## src/rtl/chbuf_pkg.sv

```systemverilog
package chbuf_pkg;
  typedef enum logic {
    IDX_LINEAR = 1'b0,
    IDX_BITREV = 1'b1
  } idx_mode_e;

  localparam int NUM_BANKS = 2;
endpackage

```

## src/rtl/chbuf_wr_side.sv

```systemverilog
module chbuf_wr_side #(
  parameter int BLK_LOG2 = 3
) (
  input  logic                clk,
  input  logic                rst_n,
  input  logic                wr_fire,
  output logic                wr_bank,
  output logic [BLK_LOG2-1:0] wr_ptr,
  output logic                wr_last
);
  localparam logic [BLK_LOG2-1:0] PTR_MAX = '1;

  logic                bank_q;
  logic [BLK_LOG2-1:0] ptr_q;

  always_ff @(posedge clk) begin
    if (!rst_n) begin
      bank_q <= 1'b0;
      ptr_q  <= '0;
    end else if (wr_fire) begin
      if (ptr_q == PTR_MAX) begin
        ptr_q  <= '0;
        bank_q <= ~bank_q;
      end else begin
        ptr_q <= ptr_q + 1'b1;
      end
    end
  end

  assign wr_bank = bank_q;
  assign wr_ptr  = ptr_q;
  assign wr_last = (ptr_q == PTR_MAX);

  // the last sample of a block moves filling to the other bank at slot 0
  assert_ptr_wrap_R2: assert property (@(posedge clk) disable iff (!rst_n)
    (wr_fire && wr_last) |=> (ptr_q == '0 && bank_q != $past(bank_q)));
endmodule

```

## src/rtl/chbuf_bank_state.sv

```systemverilog
module chbuf_bank_state
  import chbuf_pkg::*;
(
  input  logic                 clk,
  input  logic                 rst_n,
  input  logic                 fill_done,
  input  logic                 fill_bank,
  input  logic                 rel_req,
  output logic [NUM_BANKS-1:0] full,
  output logic                 rd_bank,
  output logic                 rd_avail,
  output logic                 rel_eff
);
  logic [NUM_BANKS-1:0] full_q;
  logic                 rd_bank_q;

  assign rd_avail = full_q[rd_bank_q];
  assign rel_eff  = rel_req && rd_avail;

  for (genvar g = 0; g < NUM_BANKS; g++) begin : g_bank
    localparam logic BID = 1'(g);
    always_ff @(posedge clk) begin
      if (!rst_n) begin
        full_q[g] <= 1'b0;
      end else if (fill_done && fill_bank == BID) begin
        full_q[g] <= 1'b1;
      end else if (rel_eff && rd_bank_q == BID) begin
        full_q[g] <= 1'b0;
      end
    end
  end

  always_ff @(posedge clk) begin
    if (!rst_n) begin
      rd_bank_q <= 1'b0;
    end else if (rel_eff) begin
      rd_bank_q <= ~rd_bank_q;
    end
  end

  assign full    = full_q;
  assign rd_bank = rd_bank_q;

  // a completed block is marked readable in the next cycle
  assert_fill_sets_R2: assert property (@(posedge clk) disable iff (!rst_n)
    fill_done |=> full_q[$past(fill_bank)]);

  // an honoured release moves the consumer to the other bank
  assert_release_moves_R9: assert property (@(posedge clk) disable iff (!rst_n)
    rel_eff |=> (rd_bank_q != $past(rd_bank_q)));

  // a release with nothing readable leaves the bank state alone
  assert_idle_release_R10: assert property (@(posedge clk) disable iff (!rst_n)
    (rel_req && !rd_avail && !fill_done) |=> ($stable(full_q) && $stable(rd_bank_q)));
endmodule

```

## src/rtl/chbuf_addr_map.sv

```systemverilog
module chbuf_addr_map #(
  parameter int BLK_LOG2 = 3
) (
  input  logic [BLK_LOG2-1:0] index,
  input  logic                bitrev,
  output logic [BLK_LOG2-1:0] slot
);
  logic [BLK_LOG2-1:0] swapped;

  for (genvar i = 0; i < BLK_LOG2; i++) begin : g_swap
    assign swapped[i] = index[BLK_LOG2-1-i];
  end

  assign slot = bitrev ? swapped : index;
endmodule

```

## src/rtl/chbuf_mem.sv

```systemverilog
module chbuf_mem #(
  parameter int DATA_W = 8,
  parameter int ADDR_W = 4
) (
  input  logic              clk,
  input  logic              we,
  input  logic [ADDR_W-1:0] waddr,
  input  logic [DATA_W-1:0] wdata,
  input  logic              re,
  input  logic [ADDR_W-1:0] raddr,
  output logic [DATA_W-1:0] rdata
);
  localparam int DEPTH = 1 << ADDR_W;

  logic [DATA_W-1:0] store [DEPTH];
  logic [DATA_W-1:0] rdata_q;

  always_ff @(posedge clk) begin
    if (we) begin
      store[waddr] <= wdata;
    end
    if (re) begin
      rdata_q <= store[raddr];
    end
  end

  assign rdata = rdata_q;
endmodule

```

## src/rtl/reuse_chan_buf.sv

```systemverilog
module reuse_chan_buf
  import chbuf_pkg::*;
#(
  parameter int DATA_W   = 8,
  parameter int BLK_LOG2 = 3
) (
  input  logic                clk,
  input  logic                rst_n,
  input  logic                in_valid,
  output logic                in_ready,
  input  logic [DATA_W-1:0]   in_data,
  input  logic                rq_valid,
  output logic                rq_ready,
  input  logic [BLK_LOG2-1:0] rq_index,
  input  logic                rev_mode,
  output logic                rs_valid,
  input  logic                rs_ready,
  output logic [DATA_W-1:0]   rs_data,
  input  logic                release_blk
);
  localparam int ADDR_W = BLK_LOG2 + 1;

  logic                 wr_fire, wr_bank, wr_last;
  logic [BLK_LOG2-1:0]  wr_ptr;
  logic [NUM_BANKS-1:0] full;
  logic                 rd_bank, rd_avail, rel_eff;
  logic                 rd_fire;
  logic                 rs_valid_q;
  logic                 started_q;
  idx_mode_e            mode_q, mode_eff;
  logic [BLK_LOG2-1:0]  rd_slot;

  assign in_ready = !full[wr_bank];
  assign wr_fire  = in_valid && in_ready;
  assign rq_ready = rd_avail && (!rs_valid_q || rs_ready);
  assign rd_fire  = rq_valid && rq_ready;

  chbuf_wr_side #(.BLK_LOG2(BLK_LOG2)) u_wr (
    .clk     (clk),
    .rst_n   (rst_n),
    .wr_fire (wr_fire),
    .wr_bank (wr_bank),
    .wr_ptr  (wr_ptr),
    .wr_last (wr_last)
  );

  chbuf_bank_state u_banks (
    .clk       (clk),
    .rst_n     (rst_n),
    .fill_done (wr_fire && wr_last),
    .fill_bank (wr_bank),
    .rel_req   (release_blk),
    .full      (full),
    .rd_bank   (rd_bank),
    .rd_avail  (rd_avail),
    .rel_eff   (rel_eff)
  );

  // Mode is fixed by the first request of a block.
  assign mode_eff = started_q ? mode_q : idx_mode_e'(rev_mode);

  always_ff @(posedge clk) begin
    if (!rst_n) begin
      started_q <= 1'b0;
      mode_q    <= IDX_LINEAR;
    end else if (rel_eff) begin
      started_q <= 1'b0;
    end else if (rd_fire) begin
      started_q <= 1'b1;
      mode_q    <= mode_eff;
    end
  end

  chbuf_addr_map #(.BLK_LOG2(BLK_LOG2)) u_map (
    .index  (rq_index),
    .bitrev (mode_eff == IDX_BITREV),
    .slot   (rd_slot)
  );

  chbuf_mem #(.DATA_W(DATA_W), .ADDR_W(ADDR_W)) u_mem (
    .clk   (clk),
    .we    (wr_fire),
    .waddr ({wr_bank, wr_ptr}),
    .wdata (in_data),
    .re    (rd_fire),
    .raddr ({rd_bank, rd_slot}),
    .rdata (rs_data)
  );

  always_ff @(posedge clk) begin
    if (!rst_n) begin
      rs_valid_q <= 1'b0;
    end else if (rd_fire) begin
      rs_valid_q <= 1'b1;
    end else if (rs_ready) begin
      rs_valid_q <= 1'b0;
    end
  end

  assign rs_valid = rs_valid_q;

  // the producer never writes into the bank being read
  assert_no_overflow_R3: assert property (@(posedge clk) disable iff (!rst_n)
    (wr_fire && rd_avail) |-> (wr_bank != rd_bank));

  // an accepted request yields a response next cycle
  assert_resp_follows_R11: assert property (@(posedge clk) disable iff (!rst_n)
    rd_fire |=> rs_valid);

  // a stalled response holds its value
  assert_resp_hold_R11: assert property (@(posedge clk) disable iff (!rst_n)
    (rs_valid && !rs_ready) |=> (rs_valid && $stable(rs_data)));

  // once a block has started, the latched mode does not move before release
  assert_mode_lock_R8: assert property (@(posedge clk) disable iff (!rst_n)
    (started_q && !rel_eff) |=> (started_q && $stable(mode_q)));
endmodule

```

## config.mk

```make
export PLATFORM = sky130hd
export DESIGN_NAME = reuse_chan_buf
export DESIGN_NICKNAME = d
export VERILOG_FILES = /design/src/rtl/chbuf_pkg.sv /design/src/rtl/chbuf_wr_side.sv /design/src/rtl/chbuf_bank_state.sv /design/src/rtl/chbuf_addr_map.sv /design/src/rtl/chbuf_mem.sv /design/src/rtl/reuse_chan_buf.sv
export SDC_FILE = /design/constraint.sdc
export NUM_CORES = 1
export LEC_CHECK = 0
export ABC_AREA = 1
export ABC_CLOCK_PERIOD_IN_PS = 1890
export BUFFER_PORTS_ARGS = -buffer_cell sky130_fd_sc_hd__buf_2
export CELL_PAD_IN_SITES_DETAIL_PLACEMENT = 1
export CELL_PAD_IN_SITES_GLOBAL_PLACEMENT = 1
export CORE_MARGIN = 10
export CORE_UTILIZATION = 45
export CTS_CLUSTER_DIAMETER = 120
export DETAILED_ROUTE_END_ITERATION = 6
export GPL_TIMING_DRIVEN = 0
export PLACE_DENSITY = 0.86
export SLEW_MARGIN = 15
export SYNTH_ARGS = -nofsm -noshare
export SYNTH_HDL_FRONTEND = slang
export SYNTH_SLANG_ARGS = --single-unit
```

## constraint.sdc

```tcl
create_clock -name clk -period 1.89 [get_ports clk]
set_input_delay 0 -clock clk [delete_from_list [all_inputs] [get_ports clk]]
set_output_delay 0 -clock clk [all_outputs]
set_load 0.02 [all_outputs]
```

Yosys cells after proc, flatten, opt, wreduce, memory -nomap -nowiden --
Memories as Yosys holds them, arrays and structs flattened. A register that Yosys moved wholly into a read port is not among the register bits. Index checks and enable logic that the tools add are counted.
Word-level totals: bits in writable memories 128, output and inout port bits 11, register bits after elaboration 10, input port bits 18, memories kept 1, word-level logic and storage cells 50
Memories:
- u_mem.store | words 16, width 8, rd ports 1, clocked after memory_dff 1, wr ports 1, RTL line chbuf_mem.sv:15 | logic [DATA_W-1:0] store [DEPTH];
Cells by class: magnitude comparators 2, eq/ne operators 1, multiplexer cells 15, reductions and logical operators 18, add/subtract/negate cells 1, bitwise logic cells 4
Operator list (count):
- $mux 1 | 13
- $logic_and 1x1->1 | 9
- $mux 3 | 2
- $reduce_bool 2->1 | 3
- $lt 1x2->1 const B | 2
- $not 1->1 | 4
- $reduce_and 2->1 | 2
- $add 3x1->3 const B | 1
- $eq 3x3->1 const B | 1
- $logic_not 1->1 | 2
- $reduce_or 2->1 | 1
- $logic_or 1x1->1 | 1

Depth between registers and ports, before layout --
Gate-level depths: netlist (run 1).
depth in word-level cells 7, gate-level depth with buffers 11, depth with buffers taken out 9

Modules after synthesis --
A second synthesis (run 1) with hierarchy kept.
Second synthesis, totals: cells, all modules 638, area total of the unflattened synthesis 6417.4 µm²
Modules (own cells, without submodules):
- chbuf_mem | cells each 551, area an instance 5846.9 µm², sequential area each 4083.9 µm², times used 1
- chbuf_wr_side | cells each 25, area an instance 192.7 µm², sequential area each 80.1 µm², times used 1
- reuse_chan_buf | cells each 31, area an instance 183.9 µm², sequential area each 60.1 µm², times used 1
- chbuf_bank_state | cells each 23, area an instance 160.2 µm², sequential area each 60.1 µm², times used 1
- chbuf_addr_map | cells each 8, area an instance 33.8 µm², sequential area each 0.0 µm², times used 1

Worst setup path before layout (run 1) --
OpenSTA, ideal clock, no wires.
path type reg-to-reg, from register u_wr.bank_q (netlist: u_wr.wr_bank), to memory u_mem.store[0][0], enable pin, stages on the path, launching flop included 6, path slack -0.318 ns, data required time 1.520 ns, data arrival time 1.838 ns, library setup time 0.370 ns, cells stage by stage dfxtp_1 > o21ai_0 > nand2_1 > inv_1 > nand2_1 > nor2_1
Between the ends: word-level cells in the longest chain between the ends 6
Ends and longest elaborated chain:
- start, declared | RTL line chbuf_wr_side.sv:13 | logic bank_q;
- start signal, assigned | RTL line chbuf_wr_side.sv:23 | bank_q <= ~bank_q;
- $mux 1 (implied by the code) (2 in series) | RTL line reuse_chan_buf.sv:33 | assign in_ready = !full[wr_bank];
- $logic_not 1->1 | RTL line reuse_chan_buf.sv:33
- named net in_ready | RTL line reuse_chan_buf.sv:10 | output logic in_ready,
- $logic_and 1x1->1 | RTL line reuse_chan_buf.sv:34 | assign wr_fire = in_valid && in_ready;
- $mux 1 | RTL line chbuf_mem.sv:19 | if (we) begin
- $mux 1 (implied by the code) | RTL line chbuf_mem.sv:20 | store[waddr] <= wdata;
- end, declared | RTL line chbuf_mem.sv:15
The timed path passes the listed nets, and every way through them passes these cells. The select of a mux whose other input is x is not followed.

Worst setup path after layout (run 1) --
from register started_q, to register u_mem.rdata_q[5] (netlist: u_mem.rdata[5]), read port of u_mem.store, data pin
Between the ends: word-level cells in the longest chain between the ends 2
Ends and longest elaborated chain:
- start, declared | RTL line reuse_chan_buf.sv:29 | logic started_q;
- start signal, assigned | RTL line reuse_chan_buf.sv:64 | started_q <= 1'b0;
- start signal, assigned | RTL line reuse_chan_buf.sv:67 | started_q <= 1'b0;
- start signal, assigned | RTL line reuse_chan_buf.sv:69 | started_q <= 1'b1;
- $mux 1 | RTL line reuse_chan_buf.sv:60 | assign mode_eff = started_q ? mode_q : idx_mode_e'(rev_mode);
- $mux 3 | RTL line chbuf_addr_map.sv:14 | assign slot = bitrev ? swapped : index;
- end, declared | RTL line chbuf_mem.sv:16 | logic [DATA_W-1:0] rdata_q;
No other way between the ends. A chain may end at the register's enable or synchronous reset.

==> results_dict.tcl, run 1 <==
set metrics [dict create \
    outcome "finished with violations" \
    violations "setup timing" \
    place_area_mm2 0.00686 \
    die_h_um 140 \
    finalWirelength_mm 24.9 \
    layout-drive-gt1-share_pct 20.7 \
    syn_to_final_growth_pct 25.8 \
    final_area_mm2 0.00818 \
    yosysWarnings 0 \
    p_clk_share_pct 44.9 \
    synthAdderAreaFrac_pct 0.962 \
    post_drt_wl_per_cell_um 27.3 \
    core_area_mm2 0.0140 \
    hold_viol 0 \
    drt_iter0_drc 883 \
    maxUsedRoutingLayer "met4" \
    place_ws_ns -0.455 \
    fmax_ghz 0.491 \
    layout_min_cycle_time_ns 2.04 \
    max-clock-path-buffers 2 \
    first_pass_iters 5 \
    start_util_pct 46.3 \
    ys_ff_latch 146 \
    grt_max_degree 17 \
    place_congestion 0.918 \
    antenna_found_initial 0 \
    num_rows 43 \
    ys_seq_area_share_pct 65.9 \
    synth_top_area_share_pct 62.8 \
    timing.final.ws_setup_ns -0.148 \
    drtAntennaViolNets 0 \
    wl_met1_mm 9.04 \
    dieArea_mm2 0.0197 \
    reg2reg_depth 9 \
    dr_total_vias 5565 \
    worstSetupStartpointType "flop" \
    die_x_um 140 \
    async_flop_share_pct 0 \
    fin_skew_ns 0.0117 \
    fin_crit_sh_pct 108 \
    clock-root-buffer "clkbuf_16" \
    powerDensity_mw_per_mm2 984 \
    p_switching_uw 2040 \
    syn_nets 664 \
    track_usage_pct 23.4 \
    postLayoutCoreUtil_pct 58.2 \
    worstPathArrival_ns 2.22 \
    syn_inst 641 \
    cts_tree "done" \
    synthMuxAreaShare_pct 0 \
    criticalPathCategory "flop to flop" \
    drv_slew 0 \
    synth_simple_gate_area_share_pct 20.8 \
    synth_top_cell_by_area "edfxtp_1" \
    netlist_area_mm2 0.00650 \
    hold_path.class "input port to flop" \
    synth_commonest_cells "nand3_1, inv_1, edfxtp_1" \
    holdWs_ns 0.0209 \
    dp_hpwl_mm 13.4 \
    total_power_uw 8050 \
    power.internal_uw 6010 \
    synth_edf_count 136 \
    synth-compound-area-share_pct 1.48 \
    wl_met3_mm 2.31 \
    cp.required_ns 2.07 \
    first_global_vias 5703 \
    sequentialPowerShare_pct 44.8 \
    critical_path.max_fanout 10 \
    cts-htree-levels 4 \
    clock_latency_ns 0.44 \
    synth_top_family_by_area "simple AND/OR/NAND/NOR gates" \
    clock_sinks 146 \
    boundaryPins 29 \
    p_comb_share_pct 10.3 \
    end_kind "flop" \
    setup_violations 8 \
    vdd_drop_max_v 0.000634 \
    overflow 0 \
    worst-slew-pin-transition_ns 0.741 \
    drcViolationCount 0 \
    grt_pass1_wl_mm 34.7 \
    wl_met2_mm 12.3 \
    switching_share_pct 25.3 \
    relSlewSlack_pct 50.6 \
    syn_area_per_cell_um2 10.1 \
    cap_violations 0 \
    synthTopCellsByArea "edfxtp_1, nand3_1, inv_1, nand2_1, dfxtp_1" \
    cts_buffers 17 \
    n_antenna_cell 0 \
    fin_nets 744 \
    synthMostInstantiatedCell "nand3_1" \
    yosysUniqueCellTypes 20 \
    io_buffer_count 27 \
    min_path_cells 1 \
    synth_xor_area_share_pct 0 \
    synth_top_flop_cell "edfxtp_1" \
    viasPerCell 6.09 \
    p_leak_uw 0.00346 \
    clk_pin_slew_ns 0.07 \
]
## state kept, by name (all words and copies together), names as in the netlist
| register | count |
|---|---|
| u_banks.full | 2 |
| started_q | 1 |
| u_banks.rd_bank | 1 |
| u_wr.wr_ptr | 3 |
| u_wr.wr_bank | 1 |
| u_mem.rdata | 8 |
| u_mem.store | 128 |
| rs_valid | 1 |
| mode_q | 1 |
## worst paths after layout
check | startpoint | to | slack (ns)
setup reg to reg | started_q | u_mem.rdata[5] | -0.15
setup / recovery | started_q | u_mem.rdata[5] | -0.15
hold reg to reg | u_banks.full[0] | u_banks.full[0] | 0.57
hold / removal | in_data[2] | u_mem.store[8][2] | 0.02
## routing by layer
layer / vias to the layer above / global-route usage (%)
met5: - / 0
met4: 0 / 10.0
met3: 114 / 4.87
met2: 436 / 39.9
met1: 2757 / 27.9
li1: 2258 / -
## kinds of logic after synthesis
| logic type | after synthesis |
|---|---|
| compound gates | 18 |
| fa+ha+maj | 5 |
| buf+inv | 171 |
| flops | 146 |
| simple gates | 301 |
## final cells by class
type	count	area [µm²]
Tap cell	180	225
Multi-Input combinational cell	324	1780
Timing Repair Buffer	61	523
Inverter	146	554
Fill cell	1483	5860
Clock inverter	10	133
Clock buffer	22	474
Sequential cell	146	4290
Buffer	25	204
## metrics by stage
stage	cells	TNS, ns
after floorplan	641	-10.85
after global placement	848	-23.97
after detailed placement	848	-45.37
after CTS	902	0
after global routing	914	-0.587
final	914	-0.500
## cells in the final DEF (no fill, tap or decap), types with 6 or more instances in the layout
cell           netlist  layout
edfxtp_1           136     136
o21ai_0              8       6
nand3_1            154     143
nor2_1              22       6
nand2_1            118     108
inv_1              143     141
dlygate4sd3_1        0       8
dfxtp_1             10       8
clkbuf_16            0      17
clkbuf_1             5       7
buf_2               10      30
nand2_2              3       8
nor2_4               0      16
nand3_2              4      11
a21oi_1              8       8
buf_12               0      10
buf_4                3      22
## critical path, cell delays in order (launching register included)
cell and delay (ns):
dfxtp_4 0.37, inv_2 0.12, nand2_4 0.10, nand3_4 0.13, buf_2 0.28, nand3_1 0.13
nand3_1 0.17, nand3_2 0.17, nand3_2 0.21, nand2_1 0.11
## power by group through the flow
stage | combinational (µW) | sequential, µW | clock, µW
2_1_floorplan | 345 | 3670 | 0
4_1_cts | 694 | 3610 | 3510
6_report | 828 | 3610 | 3610
5_1_grt | 859 | 3610 | 3730
3_5_place_dp | 601 | 3670 | 0
3_3_place_gp | 558 | 3670 | 0
## what timing repair did
action / CTS / global route
resized for setup: 52 / 36
buffers inserted: 14 / 12
setup endpoints to repair: 136 / 138
hold buffers: 8 / 0
pin swaps: 13 / 5
endpoints found under the hold margin: 22 / 0
Note: power is estimated with default switching activity, not from simulation.
==> run 2, diff against run 1 <==
- PLACE_DENSITY: 0.86 -> 0.81
- SYNTH_HIERARCHICAL: default -> 1
==> run 2 against run 1 <==
  * The flow still finishes with violations (setup timing)
  * Synthesized cell count fell by 0.47%
  * Critical path depth rose by 4
  * Clock-buffer cell count did not move
  * Largest cell class unchanged
  * Die area fell by 1.1%
  * Power fell by 0.87%
  * Critical path type unchanged
==> results_dict.tcl, run 2 <==
set metrics [dict create \
    outcome "finished with violations" \
    violations "setup timing" \
    syn_to_final_growth_pct 29.2 \
    worst-slew-pin-transition_ns 0.443 \
    ys_ff_latch 146 \
    boundaryPins 29 \
    p_comb_share_pct 9.8 \
    cap_violations 0 \
    drcViolationCount 0 \
    viasPerCell 5.42 \
    yosysUniqueCellTypes 24 \
    drtAntennaViolNets 0 \
    dieArea_mm2 0.0194 \
    postLayoutCoreUtil_pct 59.5 \
    syn_nets 659 \
    n_antenna_cell 0 \
    antenna_found_initial 0 \
    core_area_mm2 0.0139 \
    die_x_um 139 \
    switching_share_pct 22.8 \
    clock_sinks 146 \
    synth_top_cell_by_area "edfxtp_1" \
    cts_tree "done" \
    clock-root-buffer "clkbuf_16" \
    synth_top_area_share_pct 63.6 \
    io_buffer_count 27 \
    power.internal_uw 6160 \
    syn_inst 638 \
    max_flop_register "u_mem/store" \
    dp_hpwl_mm 11.9 \
    yosysWarnings 6 \
    place_congestion 0.869 \
    syn_area_per_cell_um2 10.1 \
    first_pass_iters 5 \
    max-clock-path-buffers 2 \
    cts-htree-levels 4 \
    fin_crit_sh_pct 102 \
    grt_pass1_wl_mm 29.8 \
    clk_pin_slew_ns 0.06 \
    finalWirelength_mm 20.3 \
    fmax_ghz 0.516 \
    track_usage_pct 20.1 \
    powerDensity_mw_per_mm2 963 \
    total_power_uw 7980 \
    relSlewSlack_pct 70.5 \
    synth_top_flop_cell "edfxtp_1" \
    clock_latency_ns 0.43 \
    vdd_drop_max_v 0.000631 \
    fin_skew_ns 0.0113 \
    cp.required_ns 2.06 \
    netlist_area_mm2 0.00642 \
    p_clk_share_pct 45.1 \
    synth_edf_count 136 \
    drv_slew 0 \
    end_kind "flop" \
    critical_path.max_fanout 10 \
    drt_iter0_drc 571 \
    grt_max_degree 17 \
    hold_viol 0 \
    timing.final.ws_setup_ns -0.0471 \
    sequentialPowerShare_pct 45.2 \
    p_switching_uw 1820 \
    synth_commonest_cells "nand2_1, edfxtp_1, inv_1" \
    setup_violations 3 \
    start_util_pct 46.1 \
    synthTopCellsByArea "edfxtp_1, nand2_1, nand3_1, inv_1, dfxtp_1" \
    criticalPathCategory "flop to flop" \
    final_common_cell "nand2_1" \
    fin_nets 742 \
    rsz0062_at_grt "true" \
    final_cell_mix "nand2_1, edfxtp_1, inv_1, nand3_1, buf_2" \
    worstSetupStartpointType "flop" \
    hold_path.class "input port to flop" \
    overflow 0 \
    worstPathArrival_ns 2.11 \
    ys_seq_area_share_pct 66.8 \
    p_leak_uw 0.00352 \
    layout-drive-gt1-share_pct 24.7 \
    async_flop_share_pct 0 \
    cts_buffers 17 \
    first_global_vias 5277 \
    place_ws_ns -0.794 \
    layout_min_cycle_time_ns 1.94 \
    dr_total_vias 4956 \
    post_drt_wl_per_cell_um 22.2 \
    num_rows 43 \
    die_h_um 139 \
    synthMostInstantiatedCell "nand2_1" \
    largest_reg_flops 128 \
]
run 2: changes by cell type after synthesis, moves of 2 or more:
cell | previous run | this run
nand3_2 | 4 | 2
o21ai_0 | 8 | 2
inv_1 | 143 | 117
buf_2 | 10 | 13
a21oi_1 | 8 | 4
nand3_1 | 154 | 98
nor2_1 | 22 | 25
nand3b_1 | 0 | 2
buf_4 | 3 | 5
nand2_1 | 118 | 201
ha_1 | 5 | 3
clkbuf_1 | 5 | 0
run 2: cell type report:
type	count	area, µm²
Fill cell	1468	5640
Sequential cell	146	4290
Multi-Input combinational cell	347	1810
Timing Repair Buffer	64	626
Clock buffer	22	474
Inverter	120	459
Buffer	25	258
Tap cell	180	225
Clock inverter	10	156
run 2: path summary, 6_finish.rpt:
check                        from                 to  slack, ns  cells past startpoint
setup / recovery        started_q     u_mem/rdata[7]      -0.05                     13
hold / removal         in_data[1]  u_mem/store[4][1]       0.01                      1
setup reg to reg        started_q     u_mem/rdata[7]      -0.05                     13
hold reg to reg   u_banks/rd_bank    u_banks/rd_bank       0.53                      2
run 2: timing repair:
item	CTS	global route
setup buffers	21	3
setup endpoints to repair	136	112
pin swaps	16	14
resized for setup	52	58
gates cloned	0	2
hold buffers	11	0
endpoints found under the hold margin	89	0
run 2: cells by family after synthesis:
group                    count (synthesis)  share of synthesized area (%)
adder cells (fa/ha/maj)                  3                          0.585
flip-flops                             146                           66.8
AO/OA/AOI/OAI                            8                          0.682
buffers and inverters                  145                           9.73
AND/OR/NAND/NOR                        336                           22.2
run 2: layer usage:
metal	routed length (µm)	up-vias	GRT usage [%]	part of all wire, %
met5	0	-	0	0
met4	656	0	11.3	3.2
met3	1150	49	4.12	5.7
met2	10400	218	34.5	51
met1	8070	2475	22.7	40
li1	-	2214	-	-
run 2: through the flow:
stage	cells	TNS, ns	hold WS [ns]	instance area, µm²
4_1_cts	909	0	0.000973	8000
5_1_grt	914	-0.525	0.0137	8290
6_report	914	-0.0794	0.0129	8290
3_3_place_gp	845	-72.98	0.310	6780
2_1_floorplan	638	-9.04	0.0976	6420
3_5_place_dp	845	-88.33	0.317	6780
run 2: worst max-delay path: stages (launching register included):
cell and delay [ns]:
dfxtp_2 0.32, inv_2 0.05, o21ai_4 0.18, inv_2 0.08, nand2_2 0.09, nand2_4 0.10, clkbuf_16 0.17, buf_12 0.14
nand2_1 0.06, nand2_1 0.08, nand2_1 0.08, nand3_1 0.12, nand3_1 0.12, nand2_1 0.08
run 2: power groups by stage:
stage          combinational (µW)  sequential [µW]  clock [µW]
3_5_place_dp                  557             3670           0
3_3_place_gp                  532             3670           0
2_1_floorplan                 330             3670           0
6_report                      780             3600        3600
5_1_grt                       830             3610        3770
4_1_cts                       670             3600        3620
==> run 3, diff against run 2 <==
- GPL_TIMING_DRIVEN: 0 -> default
==> run 3 against run 2 <==
  * The flow now finishes without violations
  * Clock power down 11%
  * First-iteration DRC count decreased by 27%
  * Worst hold slack better by 0.41 ns
  * Clock-buffer cell count down 5
  * Worst setup slack improved by 0.074 ns
  * Wire length shrank 3.6%
  * Critical endpoint is now u_mem/rdata[2]
  * Largest cell class unchanged
==> results_dict.tcl, run 3 (same netlist as run 2, synthesis figures left out) <==
set metrics [dict create \
    outcome "finished, final reports clean" \
    hold_viol 0 \
    core_area_mm2 0.0139 \
    die_x_um 139 \
    crit_cells 12 \
    criticalPathCategory "flop to flop" \
    fin_crit_sh_pct 98.6 \
    p_clk_share_pct 42.7 \
    overflow 0 \
    start_util_pct 46.1 \
    worst-slew-pin-transition_ns 0.682 \
    n_antenna_cell 0 \
    crit_chain "inv_1 > o21ai_4 > nand2_4 > nand2_8 > clkinv_8 > clkbuf_16 > nand2_1 > nand2_1 > nand2_1 > nand3_1 > nand3_2 > nand2_1" \
    cp.required_ns 2.06 \
    cap_violations 0 \
    sequentialPowerShare_pct 47.8 \
    max_flop_register "u_mem/store" \
    power.internal_uw 5770 \
    cpPeakStageDelay_ns 0.31 \
    setup_tns_ns 0 \
    antenna_found_initial 0 \
    cts-htree-levels 4 \
    drcViolationCount 0 \
    relSlewSlack_pct 54.4 \
    vdd_drop_max_v 0.000581 \
    grt_max_degree 65 \
    clock-root-buffer "clkbuf_16" \
    first_pass_iters 5 \
    p_switching_uw 1770 \
    crit_slowest_cell "dfxtp_1" \
    drv_slew 0 \
    setup_violations 0 \
    io_buffer_count 28 \
    layout_min_cycle_time_ns 1.86 \
    worstSetupStartpointType "flop" \
    viasPerCell 5.44 \
    worstPathArrival_ns 2.04 \
    cp_num_buf_inv 3 \
    clock_sinks 146 \
    end_kind "flop" \
    p_comb_share_pct 9.5 \
    hold_path.class "input port to flop" \
    fin_nets 737 \
    final_cell_mix "nand2_1, edfxtp_1, inv_1, nand3_1, buf_2" \
    postLayoutCoreUtil_pct 56.8 \
    final_common_cell "nand2_1" \
    multiInputGateArea_mm2 0.00159 \
    dp_hpwl_mm 11.0 \
    dieArea_mm2 0.0194 \
    cp_top_family "simple AND/OR/NAND/NOR gates" \
    cts_tree "done" \
    first_global_vias 5128 \
    track_usage_pct 18.2 \
    reg2reg_to "u_mem/rdata[2]" \
    fillers 1529 \
    grt_pass1_wl_mm 27.3 \
    cp-startpoint "mode_q" \
    rsz0062_at_grt "true" \
    drt_iter0_drc 417 \
    finalWirelength_mm 19.6 \
    syn_to_final_growth_pct 23.4 \
    place_congestion 0.834 \
    regArea_mm2 0.00428 \
    boundaryPins 29 \
    clock_latency_ns 0.43 \
    r2r-start "mode_q" \
    dr_total_vias 4944 \
    fmax_ghz 0.537 \
    critical_path.max_fanout 8 \
    fin_skew_ns 0.00995 \
    holdWs_ns 0.421 \
    p_leak_uw 0.00346 \
    max-clock-path-buffers 2 \
    largest_reg_flops 128 \
    clk_pin_slew_ns 0.06 \
    post_drt_wl_per_cell_um 21.5 \
    die_h_um 139 \
    num_rows 43 \
    layout-drive-gt1-share_pct 17.4 \
    cpMostUsedCell "nand2_1" \
    r2r_setup_slack_ns 0.03 \
    powerDensity_mw_per_mm2 952 \
    cts_buffers 17 \
    cp-endpoint "u_mem/rdata[2]" \
    reg2reg_depth 12 \
    switching_share_pct 23.5 \
    drtAntennaViolNets 0 \
]
==> run 3: changes by cell type in the layout (fill, tap and decap cells not counted), sizes merged <==
cell / previous run / this run
dlygate4sd3: 11 / 15
clkinvlp: 4 / 3
buf: 74 / 62
clkinv: 3 / 11
inv: 119 / 120
clkbuf: 26 / 23
bufinv: 4 / 2
==> run 3: power groups by stage <==
stage | Combinational, µW | Sequential [µW] | Clock, µW
floorplan | 330 | 3670 | 0
CTS | 556 | 3600 | 3260
finish | 714 | 3600 | 3220
global route | 768 | 3600 | 3420
detailed placement | 522 | 3670 | 0
global placement | 487 | 3670 | 0
==> run 3: per-stage QoR <==
step | cells | cell area [µm²] | setup WS (ns) | total power, µW
floorplan | 638 | 6420 | -0.0820 | 4000
finish | 909 | 7920 | 0.0268 | 7540
global route | 909 | 7920 | -0.0496 | 7790
CTS | 895 | 7580 | 0.0229 | 7420
global placement | 848 | 6850 | 0.0782 | 4150
detailed placement | 848 | 6850 | -0.0351 | 4190
==> run 3: layout make-up <==
type	instances	share of cell area, %
flip-flops and latches	146	54.1
multi-input cells	347	20.1
repair buffers	83	9.77
inverters	120	5.85
clock buffers	17	5.37
well taps	180	2.84
clock inverters	15	1.82
repair inverters	1	0.142
==> run 3: timing repair <==
item                                    CTS  global route
hold endpoints to repair                138             0
endpoints found under the setup margin    7             8
hold buffers                             15             0
gates cloned                              0            12
pin swaps                                 0             5
gates resized for setup                   1            25
buffers inserted                          0             2
==> run 3: how the worst min path moves through the flow <==
stage / start / slack [ns] / to / cells past startpoint
finish: rq_index[1] / 0.42 / u_mem/rdata[6] / 6
global route: rst_n / 0.44 / rs_valid / 4
CTS: rq_index[2] / 0.39 / u_mem/rdata[7] / 7
floorplan: rst_n / 0.1 / rs_valid / 2
global placement: rq_valid / 0.30 / started_q / 3
detailed placement: rq_valid / 0.32 / started_q / 3
==> run 3: worst min-delay path: cells and delay by family <==
kind / cells / cell delay (ns)
buffers and inverters: 2 / 0.36
and+or+nand+nor: 4 / 0.29
==> run 3: per-layer routing <==
| metal | GRT usage (%) | vias to the layer above | share of wire (%) | wire, µm |
|---|---|---|---|---|
| met5 | 0 | - | 0 | 0 |
| met4 | 8.95 | 0 | 3.9 | 773 |
| met3 | 4.76 | 66 | 6.1 | 1200 |
| met2 | 32.5 | 220 | 51 | 10000 |
| met1 | 19.5 | 2452 | 39 | 7600 |
| li1 | - | 2206 | - | - |
